$ cat src/rtl/mwq_pkg.sv
package mwq_pkg;

  // Per-entry lifecycle: waiting for operands, ready to issue, issued.
  typedef enum logic [1:0] {
    ENT_WAIT = 2'd0,
    ENT_RDY  = 2'd1,
    ENT_DONE = 2'd2
  } ent_st_e;

  // A window of 0 or at least the depth behaves as an unlimited window.
  function automatic int unsigned eff_window(int unsigned win, int unsigned depth);
    if (win == 0 || win >= depth) return depth;
    return win;
  endfunction

endpackage

$ cat src/rtl/mwq_rotr.sv
// Rotates a vector so that bit k of the output is bit (base + k) mod N of the input.
module mwq_rotr #(
  parameter int SW = 4,
  localparam int N = 1 << SW
) (
  input  logic [N-1:0]  vec,
  input  logic [SW-1:0] base,
  output logic [N-1:0]  rot
);

  for (genvar k = 0; k < N; k++) begin : g_bit
    localparam logic [SW-1:0] KOFF = SW'(k);
    logic [SW-1:0] src;
    assign src    = base + KOFF;
    assign rot[k] = vec[src];
  end

endmodule

$ cat src/rtl/mwq_first.sv
// Finds the lowest set bit of a vector.
module mwq_first #(
  parameter int SW = 4,
  localparam int N = 1 << SW
) (
  input  logic [N-1:0]  vec,
  output logic [SW-1:0] pos,
  output logic          found
);

  always_comb begin
    pos   = '0;
    found = 1'b0;
    for (int i = N - 1; i >= 0; i--) begin
      if (vec[i]) begin
        pos   = SW'(i);
        found = 1'b1;
      end
    end
  end

endmodule

$ cat src/rtl/memwin_issue_q.sv
module memwin_issue_q
  import mwq_pkg::*;
#(
  parameter int DEPTH = 16,
  parameter int unsigned WIN = 4,
  parameter int DW = 8,
  localparam int AW = $clog2(DEPTH),
  localparam int PW = AW + 1
) (
  input  logic          clk,
  input  logic          rst_n,
  input  logic          alloc_valid,
  output logic          alloc_ready,
  input  logic [DW-1:0] alloc_data,
  output logic [PW-1:0] alloc_ptr,
  input  logic          wake_en,
  input  logic [AW-1:0] wake_tag,
  output logic          iss_valid,
  input  logic          iss_ready,
  output logic [AW-1:0] iss_tag,
  output logic [DW-1:0] iss_data,
  input  logic          retire_en,
  input  logic          flush_en,
  input  logic [PW-1:0] flush_ptr,
  output logic          q_full,
  output logic          q_empty
);

  localparam int unsigned   WEFF    = eff_window(WIN, DEPTH);
  localparam logic [PW-1:0] WEFF_P  = PW'(WEFF);
  localparam logic [PW-1:0] DEPTH_P = PW'(DEPTH);

  // Pointers: real head, tail, virtual head (all carry a wrap bit)
  logic [PW-1:0] head_q, tail_q, vh_q;
  logic [PW-1:0] head_d, tail_d, vh_d;
  logic [AW-1:0] head_i, tail_i, vh_i;

  ent_st_e       st_q  [DEPTH];
  logic [DW-1:0] pay_q [DEPTH];

  assign head_i = head_q[AW-1:0];
  assign tail_i = tail_q[AW-1:0];
  assign vh_i   = vh_q[AW-1:0];

  // Occupancy
  logic [PW-1:0] occ_all, occ_v, win_cnt;
  assign occ_all = tail_q - head_q;
  assign occ_v   = tail_q - vh_q;
  assign win_cnt = (occ_v > WEFF_P) ? WEFF_P : occ_v;
  assign q_empty = (occ_all == '0);
  assign q_full  = (occ_all == DEPTH_P);

  // Allocation stream
  logic alloc_fire;
  assign alloc_ready = !q_full && !flush_en;
  assign alloc_fire  = alloc_valid && alloc_ready;
  assign alloc_ptr   = tail_q;

  // Select: ready entries, seen from the virtual head, clipped to the window
  logic [DEPTH-1:0] rdy_vec, rdy_rot, rdy_win;
  logic [AW-1:0]    sel_off;
  logic             sel_found;

  for (genvar i = 0; i < DEPTH; i++) begin : g_rdy
    assign rdy_vec[i] = (st_q[i] == ENT_RDY);
  end

  mwq_rotr #(.SW(AW)) u_rot_rdy (.vec(rdy_vec), .base(vh_i), .rot(rdy_rot));

  for (genvar k = 0; k < DEPTH; k++) begin : g_win
    localparam logic [PW-1:0] KP = PW'(k);
    assign rdy_win[k] = rdy_rot[k] && (KP < win_cnt);
  end

  mwq_first #(.SW(AW)) u_pick (.vec(rdy_win), .pos(sel_off), .found(sel_found));

  logic iss_fire;
  assign iss_valid = sel_found && !flush_en;
  assign iss_tag   = vh_i + sel_off;
  assign iss_data  = pay_q[iss_tag];
  assign iss_fire  = iss_valid && iss_ready;

  // Virtual head advance: skip the leading run of issued entries, stop at tail
  logic [DEPTH-1:0] done_nxt, done_rot;
  logic [AW-1:0]    und_off;
  logic             und_found;
  logic [PW-1:0]    adv, adv_c, vh_adv, age_vh, age_fl;

  for (genvar i = 0; i < DEPTH; i++) begin : g_done
    localparam logic [AW-1:0] IDX = AW'(i);
    assign done_nxt[i] = (st_q[i] == ENT_DONE) || (iss_fire && iss_tag == IDX);
  end

  mwq_rotr #(.SW(AW)) u_rot_done (.vec(done_nxt), .base(vh_i), .rot(done_rot));
  mwq_first #(.SW(AW)) u_scan (.vec(~done_rot), .pos(und_off), .found(und_found));

  assign adv    = und_found ? {1'b0, und_off} : DEPTH_P;
  assign adv_c  = (adv > occ_v) ? occ_v : adv;
  assign vh_adv = vh_q + adv_c;
  assign age_vh = vh_adv - head_q;
  assign age_fl = flush_ptr - head_q;
  assign vh_d   = (flush_en && age_vh > age_fl) ? flush_ptr : vh_adv;

  // Retire and tail
  logic ret_fire;
  assign ret_fire = retire_en && !flush_en && !q_empty && (st_q[head_i] == ENT_DONE);
  assign head_d   = head_q + PW'(ret_fire);
  assign tail_d   = flush_en ? flush_ptr : tail_q + PW'(alloc_fire);

  always_ff @(posedge clk or negedge rst_n) begin
    if (!rst_n) begin
      head_q <= '0;
      tail_q <= '0;
      vh_q   <= '0;
    end else begin
      head_q <= head_d;
      tail_q <= tail_d;
      vh_q   <= vh_d;
    end
  end

  // Per-entry state and payload
  for (genvar i = 0; i < DEPTH; i++) begin : g_ent
    localparam logic [AW-1:0] IDX = AW'(i);

    always_ff @(posedge clk or negedge rst_n) begin
      if (!rst_n)
        st_q[i] <= ENT_WAIT;
      else if (alloc_fire && tail_i == IDX)
        st_q[i] <= ENT_WAIT;
      else if (iss_fire && iss_tag == IDX)
        st_q[i] <= ENT_DONE;
      else if (wake_en && wake_tag == IDX && st_q[i] == ENT_WAIT)
        st_q[i] <= ENT_RDY;
    end

    always_ff @(posedge clk) begin
      if (alloc_fire && tail_i == IDX) pay_q[i] <= alloc_data;
    end
  end

  // ---------------- assertions ----------------

  occ_bound_chk: assert property (@(posedge clk) disable iff (!rst_n)
    (tail_q - head_q) <= DEPTH_P);


  vh_range_chk: assert property (@(posedge clk) disable iff (!rst_n)
    (vh_q - head_q) <= (tail_q - head_q));


  full_block_chk: assert property (@(posedge clk) disable iff (!rst_n)
    q_full |-> !alloc_ready);


  win_bound_chk: assert property (@(posedge clk) disable iff (!rst_n)
    iss_valid |-> ({1'b0, AW'(iss_tag - vh_i)} < WEFF_P) && ({1'b0, AW'(iss_tag - vh_i)} < occ_v));


  issue_ready_chk: assert property (@(posedge clk) disable iff (!rst_n)
    iss_valid |-> (st_q[iss_tag] == ENT_RDY));


  slide_hold_chk: assert property (@(posedge clk) disable iff (!rst_n)
    (iss_fire && iss_tag != vh_i) |=> $stable(vh_q));


  slide_move_chk: assert property (@(posedge clk) disable iff (!rst_n)
    (iss_fire && iss_tag == vh_i) |=> (vh_q != $past(vh_q)));


  ret_step_chk: assert property (@(posedge clk) disable iff (!rst_n)
    !flush_en |=> ((head_q - $past(head_q)) <= PW'(1)));

endmodule

$ cat config.mk
export PLATFORM = sky130hd
export DESIGN_NAME = memwin_issue_q
export DESIGN_NICKNAME = d
export VERILOG_FILES = /design/src/rtl/mwq_pkg.sv /design/src/rtl/mwq_rotr.sv /design/src/rtl/mwq_first.sv /design/src/rtl/memwin_issue_q.sv
export SDC_FILE = /design/constraint.sdc
export NUM_CORES = 1
export LEC_CHECK = 0
export BUFFER_PORTS_ARGS = -buffer_cell sky130_fd_sc_hd__buf_2
export CORE_MARGIN = 10
export CORE_UTILIZATION = 60
export DETAILED_ROUTE_END_ITERATION = 8
export HOLD_SLACK_MARGIN = 0.1
export PLACE_DENSITY_LB_ADDON = 0.2
export REMOVE_ABC_BUFFERS = 1
export SYNTH_ARGS = -nofsm -noshare
export SYNTH_HDL_FRONTEND = slang
export SYNTH_SLANG_ARGS = --single-unit
export TNS_END_PERCENT = 50
$ cat constraint.sdc
create_clock -name clk -period 13.05 [get_ports clk]
set_clock_uncertainty 0.15 [all_clocks]
set_input_delay 1.9575 -clock clk [delete_from_list [all_inputs] [get_ports clk]]
set_output_delay 1.9575 -clock clk [all_outputs]
set_load 0.02 [all_outputs]
; Word level (Yosys, flattened, before mapping)
; Memory sizes are Yosys's and may differ from the RTL's.
; Index checks and enable logic that the tools add are counted.
[totals]
register_bits = 47
ram_bits = 128
input_bits = 24
out_inout_bits = 21
wordCells = 579
n_memories = 1
[memory_table]
columns = memory, words, width, rd, rd_ports_with_merged_regs, wr, line
row1 = pay_q, 16, 8, 1, 0, 1, memwin_issue_q.sv:39  ; logic [DW-1:0] pay_q [DEPTH];
[classes]
n_addsub = 23
n_lt_le_gt_ge = 36
eq_ne = 79
n_mux = 261
bitwise = 2
reduce_logical = 158
[ops]
columns = op, n
row1 = 4-bit two-way mux, 47
row2 = 1-bit binary-select mux with 4-bit select, 32
row3 = 8-bit two-way mux, 15
row4 = 8-bit OR reduction, 15
row5 = 1-bit two-way mux, 111
row6 = 2-bit two-way mux, 50
row7 = "4-bit == test, second input constant", 24
row8 = 1-bit logical AND, 88
row9 = "4-bit by 5-bit < comparator with 1-bit output, second input constant", 16
row10 = "4-bit by 3-bit == test with 1-bit output, second input constant", 12
row11 = 3-bit nonzero test, 16
row12 = "4-bit by 5-bit < comparator with 1-bit output, first input constant", 8
row13 = "2-bit == test, second input constant", 17
row14 = "4-bit adder, second input constant", 8
row15 = "2-bit by 1-bit == test with 1-bit output, second input constant", 16
row16 = 2-bit logical NOT, 16
row17 = 5-bit two-way mux, 5
row18 = "4-bit by 2-bit == test with 1-bit output, second input constant", 6
row19 = "3-bit by 5-bit < comparator with 1-bit output, first input constant", 4
row20 = 5-bit subtractor, 4
row21 = "4-bit by 3-bit adder with 4-bit output, second input constant", 4
row22 = 1-bit logical OR, 16
row23 = 16-bit inverter, 1
row24 = "4-bit by 1-bit == test with 1-bit output, second input constant", 3
row25 = 16 further kinds, 25

; Longest topological paths before layout
; Gate-level depths: netlist (run 1).
[depth]
ltp_word = 52
mapped_depth = 51
ltp_nobuf = 47

; Modules after synthesis
; A second synthesis (run 1) with hierarchy kept.
[hier_totals]
hier_cells = 894
area_unflattened_um2 = 11418.5
[by_module_without_submodules]
columns = module, n_inst, cells_per_inst, area_each_um2, seq_area_each_um2
row1 = memwin_issue_q, 1, 674, 8836.0, 5019.8
row2 = mwq_rotr, 2, 77, 1112.3, 0.0
row3 = mwq_first, 2, 33, 178.9, 0.0

; Worst setup path after synthesis (run 1)
; OpenSTA, ideal clock, no wires.
[synth_path]
kind = flip-flop to flip-flop
startpoint = reg vh_q[0]
endpoint = reg vh_q[2]
setup_time_ns = 0.125
t_arrival_ns = 10.992
setup_slack_ns = 1.783
stages_incl_launch_ff = 46
cell_sequence = dfrtp_1 -> inv_2 -> buf_6 -> buf_1 -> ha_1 -> xor2_2 -> mux4_1 -> or3_1 -> o21ai_1 -> o32ai_1 -> a211oi_1 -> ha_1 -> a21o_1 -> a21oi_1 -> xnor2_1 -> clkbuf_1 -> nand2_1 -> clkbuf_1 -> [... 10 more ...] -> nand2_1 -> o31ai_1 -> a22oi_1 -> and2_1 -> buf_2 -> mux2_4 -> fa_1 -> xor2_1 -> ha_1 -> a21o_1 -> a21oi_1 -> xor2_1 -> xnor3_1 -> ha_1 -> nand2_1 -> o21ai_0 -> nor2_1 -> mux2_2
[synth_between]
elab_chain_len = 52
word_cells_on_any_way = 238
[synth_rtl]
columns = element, line
row1 = "start, declared", memwin_issue_q.sv:34  ; logic [PW-1:0] head_q, tail_q, vh_q;
row2 = "start signal, assigned", memwin_issue_q.sv:118  ; vh_q <= vh_d;
row3 = 5-bit subtractor, memwin_issue_q.sv:48  ; assign occ_v = tail_q - vh_q;
row4 = 5-bit by 3-bit greater-than comparator with 1-bit output, memwin_issue_q.sv:49  ; assign win_cnt = (occ_v > WEFF_P) ? WEFF_P : occ_v;
row5 = 5-bit two-way mux, memwin_issue_q.sv:49
row6 = 4-bit by 5-bit < comparator with 1-bit output, memwin_issue_q.sv:72  ; assign rdy_win[k] = rdy_rot[k] && (KP < win_cnt);
row7 = 1-bit logical AND, memwin_issue_q.sv:72
row8 = 4-bit two-way mux (16 in a row), mwq_first.sv:15  ; if (vec[i]) begin
row9 = 4-bit adder (*), memwin_issue_q.sv:79  ; assign iss_tag = vh_i + sel_off;
row10 = named net iss_tag[3], memwin_issue_q.sv:20  ; output logic [AW-1:0] iss_tag,
row11 = [... 23 more ...], n/a
row12 = 5-bit greater-than comparator, memwin_issue_q.sv:98  ; assign adv_c = (adv > occ_v) ? occ_v : adv;
row13 = 5-bit two-way mux (*), memwin_issue_q.sv:98
row14 = 5-bit adder (*), memwin_issue_q.sv:99  ; assign vh_adv = vh_q + adv_c;
row15 = 5-bit subtractor, memwin_issue_q.sv:100  ; assign age_vh = vh_adv - head_q;
row16 = 5-bit greater-than comparator, memwin_issue_q.sv:102  ; assign vh_d = (flush_en && age_vh > age_fl) ? flush_ptr : vh_adv;
row17 = 1-bit logical AND, memwin_issue_q.sv:102
row18 = 5-bit two-way mux (*), memwin_issue_q.sv:102
row19 = named net vh_d[2], memwin_issue_q.sv:35  ; logic [PW-1:0] head_d, tail_d, vh_d;
; The timed path passes the listed nets; every way through them passes the cells marked *. The select of a mux whose other input is x is not followed.
; A chain may end at the register's enable or synchronous reset.

; Final worst setup path (run 1)
[layout_path]
startpoint = reg vh_q[0]
endpoint = reg vh_q[3]
[layout_between]
elab_chain_len = 52
word_cells_on_any_way = 238
[layout_rtl]
columns = element, line
row1 = 5-bit subtractor, memwin_issue_q.sv:48
row2 = 5-bit by 3-bit greater-than comparator with 1-bit output, memwin_issue_q.sv:49
row3 = 5-bit two-way mux, memwin_issue_q.sv:49
row4 = 4-bit by 5-bit < comparator with 1-bit output, memwin_issue_q.sv:72
row5 = 1-bit logical AND, memwin_issue_q.sv:72
row6 = 4-bit two-way mux or 1-bit two-way mux (tied branches) (16 in a row), mwq_first.sv:15
row7 = 4-bit adder or 1-bit logical AND (tied branches), "memwin_issue_q.sv:79, memwin_issue_q.sv:78"
row8 = 4-bit by 1-bit == test with 1-bit output (tied with other cells), memwin_issue_q.sv:91  ; assign done_nxt[i] = (st_q[i] == ENT_DONE) || (iss_fire && iss_tag == IDX);
row9 = [... 22 more ...], n/a
row10 = 5-bit greater-than comparator, memwin_issue_q.sv:98
row11 = 5-bit two-way mux, memwin_issue_q.sv:98
row12 = 5-bit adder (*), memwin_issue_q.sv:99
row13 = 5-bit subtractor, memwin_issue_q.sv:100
row14 = 5-bit greater-than comparator, memwin_issue_q.sv:102
row15 = 1-bit logical AND, memwin_issue_q.sv:102
row16 = 5-bit two-way mux (*), memwin_issue_q.sv:102
row17 = named net vh_d[3], memwin_issue_q.sv:35
; Marked as above.

==> results of run 1 <==
-- layout make-up --
class / instances / area (µm²)
fillers: 1312 / 5916
multi-input cells: 641 / 5683
flip-flops and latches: 175 / 5020
clock buffers: 17 / 425.4
repair buffers: 63 / 362.8
well taps: 229 / 286.5
clock inverters: 15 / 217.7
inverters: 30 / 113.9
-- state kept, by name, indices dropped and copies added, names as in the netlist --
| register | flops |
|---|---|
| head_q | 5 |
| vh_q | 5 |
| st_q | 32 |
| pay_q | 128 |
| alloc_ptr | 5 |
-- worst min path at each step --
stage	start	endpoint	slack, ns	depth (start not counted)
3_3_place_gp	head_q[2]	head_q[2]	0.35	1
3_5_place_dp	head_q[2]	head_q[2]	0.36	1
4_1_cts	head_q[2]	head_q[2]	0.38	1
5_1_grt	head_q[2]	head_q[2]	0.40	1
6_report	head_q[2]	head_q[2]	0.37	1
2_1_floorplan	st_q[15]	st_q[15]	0.33	2
-- cell usage in the layout, fill, tap and decap left out, types with 4 or more instances in the layout --
cell type and count:
nor3_1 28, nand2b_1 32, inv_12 4, o211ai_1 45
nor2b_1 18, o41ai_4 4, a21o_1 11, mux2_2 4
nand2_1 36, or3_1 4, a22oi_1 4, o2111ai_1 4
o21ai_0 30, o21a_1 17, buf_2 44, a21oi_1 29
clkinv_8 5, mux4_2 74, edfxtp_1 128, xnor2_1 23
and3_1 4, clkbuf_16 17, inv_1 26, xor2_1 14
buf_4 19, a41oi_1 24, nand3_1 19, dfrtp_1 47
nor2_1 88, nand4_1 16, ha_1 42, nor4_1 5
fa_1 5
-- metal layers --
| layer | vias up | GRT usage | part of all wire |
|---|---|---|---|
| li1 | 3586 | - | - |
| met3 | 54 | 0.08023 | 0.11 |
| met5 | - | 0 | 0 |
| met2 | 486 | 0.4018 | 0.48 |
| met1 | 4132 | 0.3396 | 0.39 |
| met4 | 0 | 0.06016 | 0.017 |
-- worst max-delay path, delay by kind of cell (launching register included) --
family | cells | cell delay [ns]
and+or+nand+nor | 12 | 3.32
AOI/OAI and AO/OA | 13 | 2.48
DFF | 1 | 0.38
buffers and inverters | 3 | 0.96
muxes | 3 | 1.12
xor gates and xnor gates | 5 | 1.46
adders and majority gates | 6 | 2.14
-- cell usage after synthesis, types with 3 or more instances --
library cell    n  area [µm²]
and3_1          4       25.02
a211oi_1        3       22.52
xnor2_1        23       201.4
o21ai_0        30       150.1
a21oi_1        29       145.1
a41oi_1        24       210.2
buf_6           5       56.30
nand2_1        37       138.9
nand3b_1        3       22.52
buf_1           4       15.01
mux2_2          4       45.04
ha_1           43       538.0
and2_1          3       18.77
a21o_1         11       82.58
dfrtp_1        47        1176
edfxtp_1      128        3844
o2111ai_1       4       35.03
o211ai_1       45       337.8
clkbuf_1       26       97.59
nor4_1          6       37.54
a22oi_1         4       30.03
o41ai_4         4       110.1
fa_1            5       100.1
buf_2           3       15.01
nor2b_1        18       112.6
inv_2           3       11.26
nand2b_1       33       206.5
nor3_1         29       145.1
nand4_1        16       100.1
xor2_1         14       122.6
o21ai_1         3       15.01
o21a_1         17       127.6
nand3_1        19       95.09
inv_1          26       97.59
or3_1           4       25.02
mux4_2         74        1667
nor4b_1         3       26.28
nor2_1         88       330.3
-- cell families (layout without fill, tap and decap cells) --
| logic type | count (synthesis) | after routing |
|---|---|---|
| other | 1 | 1 |
| muxes | 82 | 82 |
| xor gates and xnor gates | 40 | 40 |
| DFF | 175 | 175 |
| AOI/OAI and AO/OA | 194 | 194 |
| buffers and inverters | 70 | 125 |
| and+or+nand+nor | 276 | 276 |
| adders and majority gates | 48 | 48 |
-- through the flow --
stage / util / hold slack, ns
2_1_floorplan: - / 0.3300
3_3_place_gp: 0.6354 / 0.3462
3_5_place_dp: 0.6354 / 0.3602
4_1_cts: 0.6711 / 0.3761
5_1_grt: 0.6718 / 0.4010
6_report: 0.6718 / 0.3739
==> metrics.md, run 1 <==
| Metric | Value |
|---|---|
| Initial Util | 0.6100 |
| H-tree depth | 4 |
| CTS Hold Buffers Added | 0 |
| Main synth FF type | edfxtp_1 |
| Setup WS post-layout | 0.9297 ns |
| Grt total ovfl | 0 |
| DR WL/cell | 26.37 µm |
| RSZ-0062 raised after global routing | false |
| Crit end category | register |
| Clk sinks | 175 |
| Initial antenna violation count | 0 |
| CP startpoint kind | register |
| Starting DRT DRC Count | 988 |
| Clk Latency, worst-skew pair | 0.44 ns |
| Clock Root Buffer | clkbuf_16 |
| First-pass GRT wire length | 48.13 mm |
| Area after DPL | 11450 µm² |
| Clock transition at path regs | 0.08 ns |
| Tightest Hold Check Type | reg -> reg |
| Chip width | 155.4 µm |
| Final slew viol count | 0 |
| Vias in the first global route | 8244 |
| Post-DRT Antenna Nets | 0 |
| TritonCTS clock tree | yes |
| Slowest cell on the critical path | nor4_1 |
| Worst slack at placement | 0.8900 ns |
| Avg Cell Area, Syn | 12.41 µm² |
| Period utilization | 0.9288 |
| Total track usage | 0.2555 |
| Worst EP arrival | 12.29 ns |
| Die Y | 155.4 µm |
| Final GP Congestion | 0.9609 |
| CP Class | reg -> reg |
| Final cell count without fillers | 1170 |
| Final hold vios | 0 |
| Clock buffer depth | 2 |
| Pin count of the biggest net entering global routing | 48 |
| Core outline area | 18020 µm² |
| Final Critical Period | 12.12 ns |
| FF-to-FF End | vh_q[3] |
| R2R depth | 42 |
| # DRC | 0 |
| Vias per cell | 7.058 |
| Final HPWL DP | 21.45 mm |
| PortBufs | 44 |
| Main combinational cell family by area after synthesis | multiplexers |
| Post-CTS Resized | 0 |
| Syn Inst Count | 886 |
| Sequential element share of the synthesized area | 0.4565 |
| Synth Area in Adders | 0.05803 |
| CP Data Required Time | 13.22 ns |
| Max-Cap Viols | 0 |
| Critical Path End | vh_q[3] |
| Setup tns final | 0 ns |
| Worst path most repeated cell | ha_1 |
| Via count | 8258 |
| Layout cells sized above 1 | 0.2125 |
| FFs w/ async S/R, synth | 0.2686 |
| Num CTS Buffers | 17 |
| Number of synthesized flops with an enable pin | 128 |
| Total I/O pin count | 45 |
| Mux share of post-synthesis cell area | 0.1617 |
| Die Area | 24140 µm² |
| Slew HR | 0.1154 |
| Final #Nets | 1000 |
| Synth-to-layout area growth | 10.13% |
| DP Cell Count | 1138 |
| Crit-path max FO | 20 |
| Worst-margin pin slew | 1.322 ns |
| Critical Path Max Stage Delay | 0.66 ns |
| TritonRoute pass-1 iters | 7 |
| Final wirelength | 30.85 mm |
| Post-synthesis xor/xnor area fraction | 0.03448 |
| Flops & latches, synth | 175 |
| Post-synthesis compound-gate area fraction | 0.1323 |
| FMAX | 82.51 MHz |
| # rows | 49 |
| Setup Buffers After CTS | 0 |
| N_diodes | 0 |
| Final setup viols | 0 |
| Reg2reg setup slack | 0.93 ns |
| Synth Cell Area | 11000 µm² |
| Synth Warn # | 0 |
| Synth unique cells | 72 |
| Launch point of the worst reg-to-reg path | vh_q[0] |
| Crit. Startpoint | vh_q[0] |
| Finished Cell Area | 12110 µm² |
| Synth Area in Simple Gates | 0.1282 |
| Status | complete, no violations |
Power of run 1 is left out: the tool's default activity adds up to more than one toggle a clock period on the data nets, which glitch-free logic cannot reach.
==> run 2, diff against run 1 <==
Clock period 13.05 ns to 13.4 ns, I/O delays scaled along.
==> run 2 against run 1 <==
  * Sequential share of layout area up 0.15 points
  * Critical path type unchanged
  * Via count down 0.40%
  * Global-route usage fell by 0.52 points
  * Worst hold slack better by 0.0046 ns
  * Register-to-register slack got worse by 0.15 ns
  * Flip-flop and latch count did not move
  * Die area unchanged
  * Worst setup slack got worse by 0.15 ns
  * Non-clock buffer count decreased by 4
  * Critical path depth up 1
  * Cell count fell by 0.34%
  * Fmax down 4.0%
==> metrics.md, run 2 (same netlist as run 1, synthesis figures left out) <==
| Metric | Value |
|---|---|
| Status | complete, no violations (unchanged) |
| Final setup viols | 0 (unchanged) |
| DP Cell Count | 1134 (was 1138) |
| Worst EP arrival | 12.80 ns (was 12.29 ns) |
| Grt met3 use | 0.06121 (was 0.08023) |
| CP Data Required Time | 13.58 ns (was 13.22 ns) |
| Worst-margin pin slew | 1.284 ns (was 1.322 ns) |
| Final wirelength | 30.03 mm (was 30.85 mm) |
| H-tree depth | 4 (unchanged) |
| TritonCTS clock tree | yes (unchanged) |
| Setup tns final | 0 ns (unchanged) |
| Launch point of the worst reg-to-reg path | vh_q[1] (was vh_q[0]) |
| Total I/O pin count | 45 (unchanged) |
| R2R depth | 43 (was 42) |
| Hold EP | head_q[2] (unchanged) |
| CP Class | reg -> reg (unchanged) |
| Layout cells sized above 1 | 0.2060 (was 0.2125) |
| Biggest regs | pay_q: 128 flops, st_q: 32 flops (unchanged) |
| CP startpoint kind | register (unchanged) |
| Post-CTS Resized | 0 (unchanged) |
| Total track usage | 0.2503 (was 0.2555) |
| First-pass GRT wire length | 46.98 mm (was 48.13 mm) |
| Via count | 8225 (was 8258) |
| FF-to-FF End | vh_q[2] (was vh_q[3]) |
| GR peak layer | met2 (unchanged) |
| Tightest Hold Check Type | reg -> reg (unchanged) |
| Vias per cell | 7.054 (was 7.058) |
| Initial antenna violation count | 0 (unchanged) |
| Slew HR | 0.1410 (was 0.1154) |
| Pin count of the biggest net entering global routing | 48 (unchanged) |
| M1 GR Usage | 0.3357 (was 0.3396) |
| Clk sinks | 175 (unchanged) |
| # rows | 49 (unchanged) |
| CTS Hold Buffers Added | 0 (unchanged) |
| Vias in the first global route | 8229 (was 8244) |
| Most common cell after layout, fill and taps aside | edfxtp_1 (unchanged) |
| Num CTS Buffers | 17 (unchanged) |
| Register Area | 5020 µm² (unchanged) |
| Synth-to-layout area growth | 9.718% (was 10.13%) |
| Multi-input gate area | 5672 µm² (was 5683 µm²) |
| DR WL/cell | 25.75 µm (was 26.37 µm) |
| Initial Util | 0.6100 (unchanged) |
| Most frequent cells in the layout | edfxtp_1 (128), nor2_1 (88), mux4_2 (74) (unchanged) |
| PortBufs | 44 (unchanged) |
| Clock transition at path regs | 0.08 ns (about the same) |
| Area after DPL | 11420 µm² (was 11450 µm²) |
| Final GP Congestion | 1.010 (was 0.9609) |
| Finished Cell Area | 12060 µm² (was 12110 µm²) |
| Grt total ovfl | 0 (unchanged) |
| GR met2 Demand/Resource | 0.3970 (was 0.4018) |
| Core outline area | 18020 µm² (unchanged) |
| Reg2reg setup slack | 0.78 ns (was 0.93 ns) |
| Crit end category | register (unchanged) |
| Period utilization | 0.9419 (was 0.9288) |
| Hold path startpoint | head_q[2] (unchanged) |
| Final cell count without fillers | 1166 (was 1170) |
| Clock buffer depth | 2 (unchanged) |
| Final HPWL DP | 21.23 mm (was 21.45 mm) |
| Worst path most repeated cell | ha_1 (unchanged) |
| Largest register FFs | 128 (unchanged) |
| Starting DRT DRC Count | 895 (was 988) |
| Die Y | 155.4 µm (unchanged) |
| Final slew viol count | 0 (unchanged) |
| Worst Hold Depth | 1 (unchanged) |
| Final hold vios | 0 (unchanged) |
| Final #Nets | 996 (was 1000) |
| FMAX | 79.23 MHz (was 82.51 MHz) |
| Final Critical Period | 12.62 ns (was 12.12 ns) |
| RSZ-0062 raised after global routing | false (unchanged) |
| Biggest register | pay_q (unchanged) |
| N_diodes | 0 (unchanged) |
| Critical Path Max Stage Delay | 0.69 ns (was 0.66 ns) |
| Chip width | 155.4 µm (unchanged) |
| Slowest cell on the critical path | nand2_1 (was nor4_1) |
| Die Area | 24140 µm² (unchanged) |
| Setup Buffers After CTS | 0 (unchanged) |
| Post-DRT Antenna Nets | 0 (unchanged) |
| Max-Cap Viols | 0 (unchanged) |
| Fillers | 1267 (was 1312) |
| # DRC | 0 (unchanged) |
| TritonRoute pass-1 iters | 5 (was 7) |
| Clk Latency, worst-skew pair | 0.44 ns (about the same) |
| Clock Root Buffer | clkbuf_16 (unchanged) |
| Crit-path max FO | 24 (was 20) |
run 2: changes by cell type in the layout (fill, tap and decap cells not counted), sizes merged:
cell and delta:
buf -4, clkinv -1, inv +1
run 2: area by class of cell:
cell class,count,area share
Multi-Input combinational cell,641,0.4701
Sequential cell,175,0.4161
Clock buffer,17,0.03526
Timing Repair Buffer,59,0.02759
Tap cell,229,0.02375
Clock inverter,15,0.01784
Inverter,30,0.009334
run 2: how the worst max path moves through the flow:
stage	endpoint	startpoint	slack, ns
finish	vh_q[2]	vh_q[1]	0.78
global route	vh_q[2]	vh_q[0]	0.05
CTS	vh_q[2]	vh_q[0]	1.07
detailed placement	vh_q[2]	vh_q[0]	1.10
global placement	vh_q[2]	vh_q[0]	1.43
floorplan	vh_q[2]	vh_q[0]	1.60
run 2: critical path, delay by kind of cell, from the launching register on:
kind	cells	cell delay (ns)
buffers and inverters	4	0.93
muxes	5	2.14
adders and majority gates	8	2.29
AOI/OAI and AO/OA	10	1.76
DFF	1	0.35
xor gates and xnor gates	4	1.65
and+or+nand+nor	12	3.24
run 2: per-layer routing:
layer	up-vias	wire length, µm	share of wire
li1	3578	-	-
met1	4133	12160	0.40
met2	464	14580	0.49
met3	50	2802	0.093
met4	0	483	0.016
met5	-	0	0
run 2: through the flow:
step / setup WS [ns] / utilization / hold slack [ns]
3_5_place_dp: 1.096 / 0.6338 / 0.3630
4_1_cts: 1.069 / 0.6693 / 0.3756
6_report: 0.7786 / 0.6693 / 0.3785
2_1_floorplan: 1.605 / - / 0.3300
5_1_grt: 0.05065 / 0.6693 / 0.3978
3_3_place_gp: 1.431 / 0.6338 / 0.3480
Power of run 2 is left out for the same reason.
==> run 3, diff against run 2 <==
--- a/config.mk
+++ b/config.mk
@@ -7,3 +7,2 @@
 export LEC_CHECK = 0
-export BUFFER_PORTS_ARGS = -buffer_cell sky130_fd_sc_hd__buf_2
 export CORE_MARGIN = 10
@@ -11,2 +10,3 @@
 export DETAILED_ROUTE_END_ITERATION = 8
+export DONT_BUFFER_PORTS = 1
 export HOLD_SLACK_MARGIN = 0.1
@@ -14,2 +14,3 @@
 export REMOVE_ABC_BUFFERS = 1
+export SLEW_MARGIN = 30
 export SYNTH_ARGS = -nofsm -noshare
--- a/constraint.sdc
+++ b/constraint.sdc
@@ -4,2 +4,2 @@
 set_output_delay 2.01 -clock clk [all_outputs]
-set_load 0.02 [all_outputs]
+set_load 0.1 [all_outputs]
==> run 3 against run 2 <==
  * Critical path depth is 2 lower
  * Critical endpoint is now vh_q[3]
  * Design area is 0.57% lower
  * Sequential share of layout area is 0.26 points higher
  * Die area stayed put
  * Worst hold slack worse by 0.00086 ns
  * Utilization is 0.38 points lower
  * Register-to-register slack hardly changed
  * Flip-flop and latch count stayed put
==> metrics.md, run 3 (same netlist as run 1, synthesis figures left out) <==
| Metric | Value |
|---|---|
| DR WL/cell | 27.15 µm (was 25.75 µm) |
| First-pass GRT wire length | 47.63 mm (was 46.98 mm) |
| CP Buf/Inv Count | 1 (was 4) |
| RSZ-0062 raised after global routing | false (unchanged) |
| Total I/O pin count | 45 (unchanged) |
| CP Data Required Time | 13.58 ns (about the same) |
| Chip width | 155.4 µm (unchanged) |
| Period utilization | 0.9429 (was 0.9419) |
| FMAX | 79.15 MHz (was 79.23 MHz) |
| PortBufs | 0 (was 44) |
| Final GP Congestion | 1.061 (was 1.010) |
| Worst EP arrival | 12.81 ns (was 12.80 ns) |
| # DRC | 0 (unchanged) |
| Layout cells sized above 1 | 0.1931 (was 0.2060) |
| Biggest regs | pay_q: 128 flops, st_q: 32 flops (unchanged) |
| # rows | 49 (unchanged) |
| Pin count of the biggest net entering global routing | 48 (unchanged) |
| Initial Util | 0.6100 (unchanged) |
| Core outline area | 18020 µm² (unchanged) |
| Crit-path max FO | 24 (unchanged) |
| Worst slack at placement | 0.7715 ns (was 1.096 ns) |
| Initial antenna violation count | 0 (unchanged) |
| Clk sinks | 175 (unchanged) |
| Final cell count without fillers | 1130 (was 1166) |
| CP startpoint kind | register (unchanged) |
| Crit end category | register (unchanged) |
| Clock buffer depth | 2 (unchanged) |
| Worst-margin pin slew | 0.9531 ns (was 1.284 ns) |
| Worst Hold Depth | 2 (was 1) |
| Most frequent cells in the layout | edfxtp_1 (128), nor2_1 (79), mux4_2 (74) (was edfxtp_1 (128), nor2_1 (88), mux4_2 (74)) |
| DP Cell Count | 1098 (was 1134) |
| Final hold vios | 0 (unchanged) |
| N_diodes | 0 (unchanged) |
| Setup WS post-layout | 0.7651 ns (was 0.7786 ns) |
| Util after Layout | 0.6655 (was 0.6693) |
| Synth-to-layout area growth | 9.092% (was 9.718%) |
| Slowest cell on the critical path | dfrtp_1 (was nand2_1) |
| Largest register FFs | 128 (unchanged) |
| Slew HR | 0.3646 (was 0.1410) |
| Vias in the first global route | 8141 (was 8229) |
| H-tree depth | 4 (unchanged) |
| Status | complete, no violations (unchanged) |
| Final slew viol count | 0 (unchanged) |
| Final #Nets | 960 (was 996) |
| Grt total ovfl | 0 (unchanged) |
| Die Y | 155.4 µm (unchanged) |
| R2R depth | 41 (was 43) |
| Num CTS Buffers | 17 (unchanged) |
| Vias per cell | 7.235 (was 7.054) |
| Via count | 8175 (was 8225) |
| Clk Latency, worst-skew pair | 0.44 ns (about the same) |
| Most common cell after layout, fill and taps aside | edfxtp_1 (unchanged) |
| CP Class | reg -> reg (unchanged) |
| Critical Path Max Stage Delay | 0.78 ns (was 0.69 ns) |
| TritonCTS clock tree | yes (unchanged) |
| Clock Root Buffer | clkbuf_16 (unchanged) |
| Total track usage | 0.2541 (was 0.2503) |
| Levels on crit path | 41 (was 43) |
| Starting DRT DRC Count | 1042 (was 895) |
| Crit-path leading delay family | compound AO/OA/AOI/OAI gates (was simple AND/OR/NAND/NOR gates) |
| Max-Cap Viols | 0 (unchanged) |
| Clock transition at path regs | 0.08 ns (about the same) |
| TritonRoute pass-1 iters | 8 (was 5) |
| Tightest Hold Check Type | reg -> reg (unchanged) |
| Final setup viols | 0 (unchanged) |
| Biggest register | pay_q (unchanged) |
| Die Area | 24140 µm² (unchanged) |
| Final HPWL DP | 21.04 mm (was 21.23 mm) |
| CTS Hold Buffers Added | 0 (unchanged) |
| Post-DRT Antenna Nets | 0 (unchanged) |
| Final wirelength | 30.68 mm (was 30.03 mm) |
| Fillers | 1308 (was 1267) |
| Final Critical Period | 12.63 ns (was 12.62 ns) |
| WHS | 0.3777 ns (was 0.3785 ns) |
-- run 3: path summary, 6_finish.rpt --
check / from / to / slack [ns]
min reg2reg: st_q[9] / st_q[9] / 0.38
min: st_q[9] / st_q[9] / 0.38
max reg2reg: vh_q[2] / vh_q[3] / 0.77
max: vh_q[2] / vh_q[3] / 0.77
max in group asynchronous: rst_n / vh_q[1] / 11.85
min in group asynchronous: rst_n / alloc_ptr[1] / 1.12
-- run 3: tightest hold or removal path, stage by stage, from the launching register on --
cell and delay, ns:
dfrtp_1 0.36, nor2_1 0.05, nor2_1 0.08
-- run 3: final cells by class --
cell class                      count  area [µm²]  share of cell area
Clock buffer                       17       425.4             0.03546
Clock inverter                     15       216.5             0.01805
Inverter                           30       116.4            0.009701
Multi-Input combinational cell    641        5756              0.4798
Sequential cell                   175        5022              0.4187
Tap cell                          229       286.5             0.02389
Timing Repair Buffer               23       172.7             0.01439
-- run 3: per-layer routing --
| layer | track usage | part of all wire |
|---|---|---|
| met1 | 0.3324 | 0.38 |
| met5 | 0 | 0 |
| met2 | 0.4081 | 0.48 |
| met3 | 0.06231 | 0.11 |
| met4 | 0.08333 | 0.026 |
-- run 3: timing repair --
action                                  CTS  global route
buffers inserted                          0             0
gates resized for setup                   0             2
endpoints found under the setup margin    0             5
-- run 3: through the flow --
stage | instance area (µm²) | setup TNS, ns
after floorplan | 10800 | -0.1134
after global placement | 11300 | 0
after detailed placement | 11350 | 0
after CTS | 11990 | 0
after global routing | 12000 | 0
final | 12000 | 0
Power of run 3 is left out for the same reason.
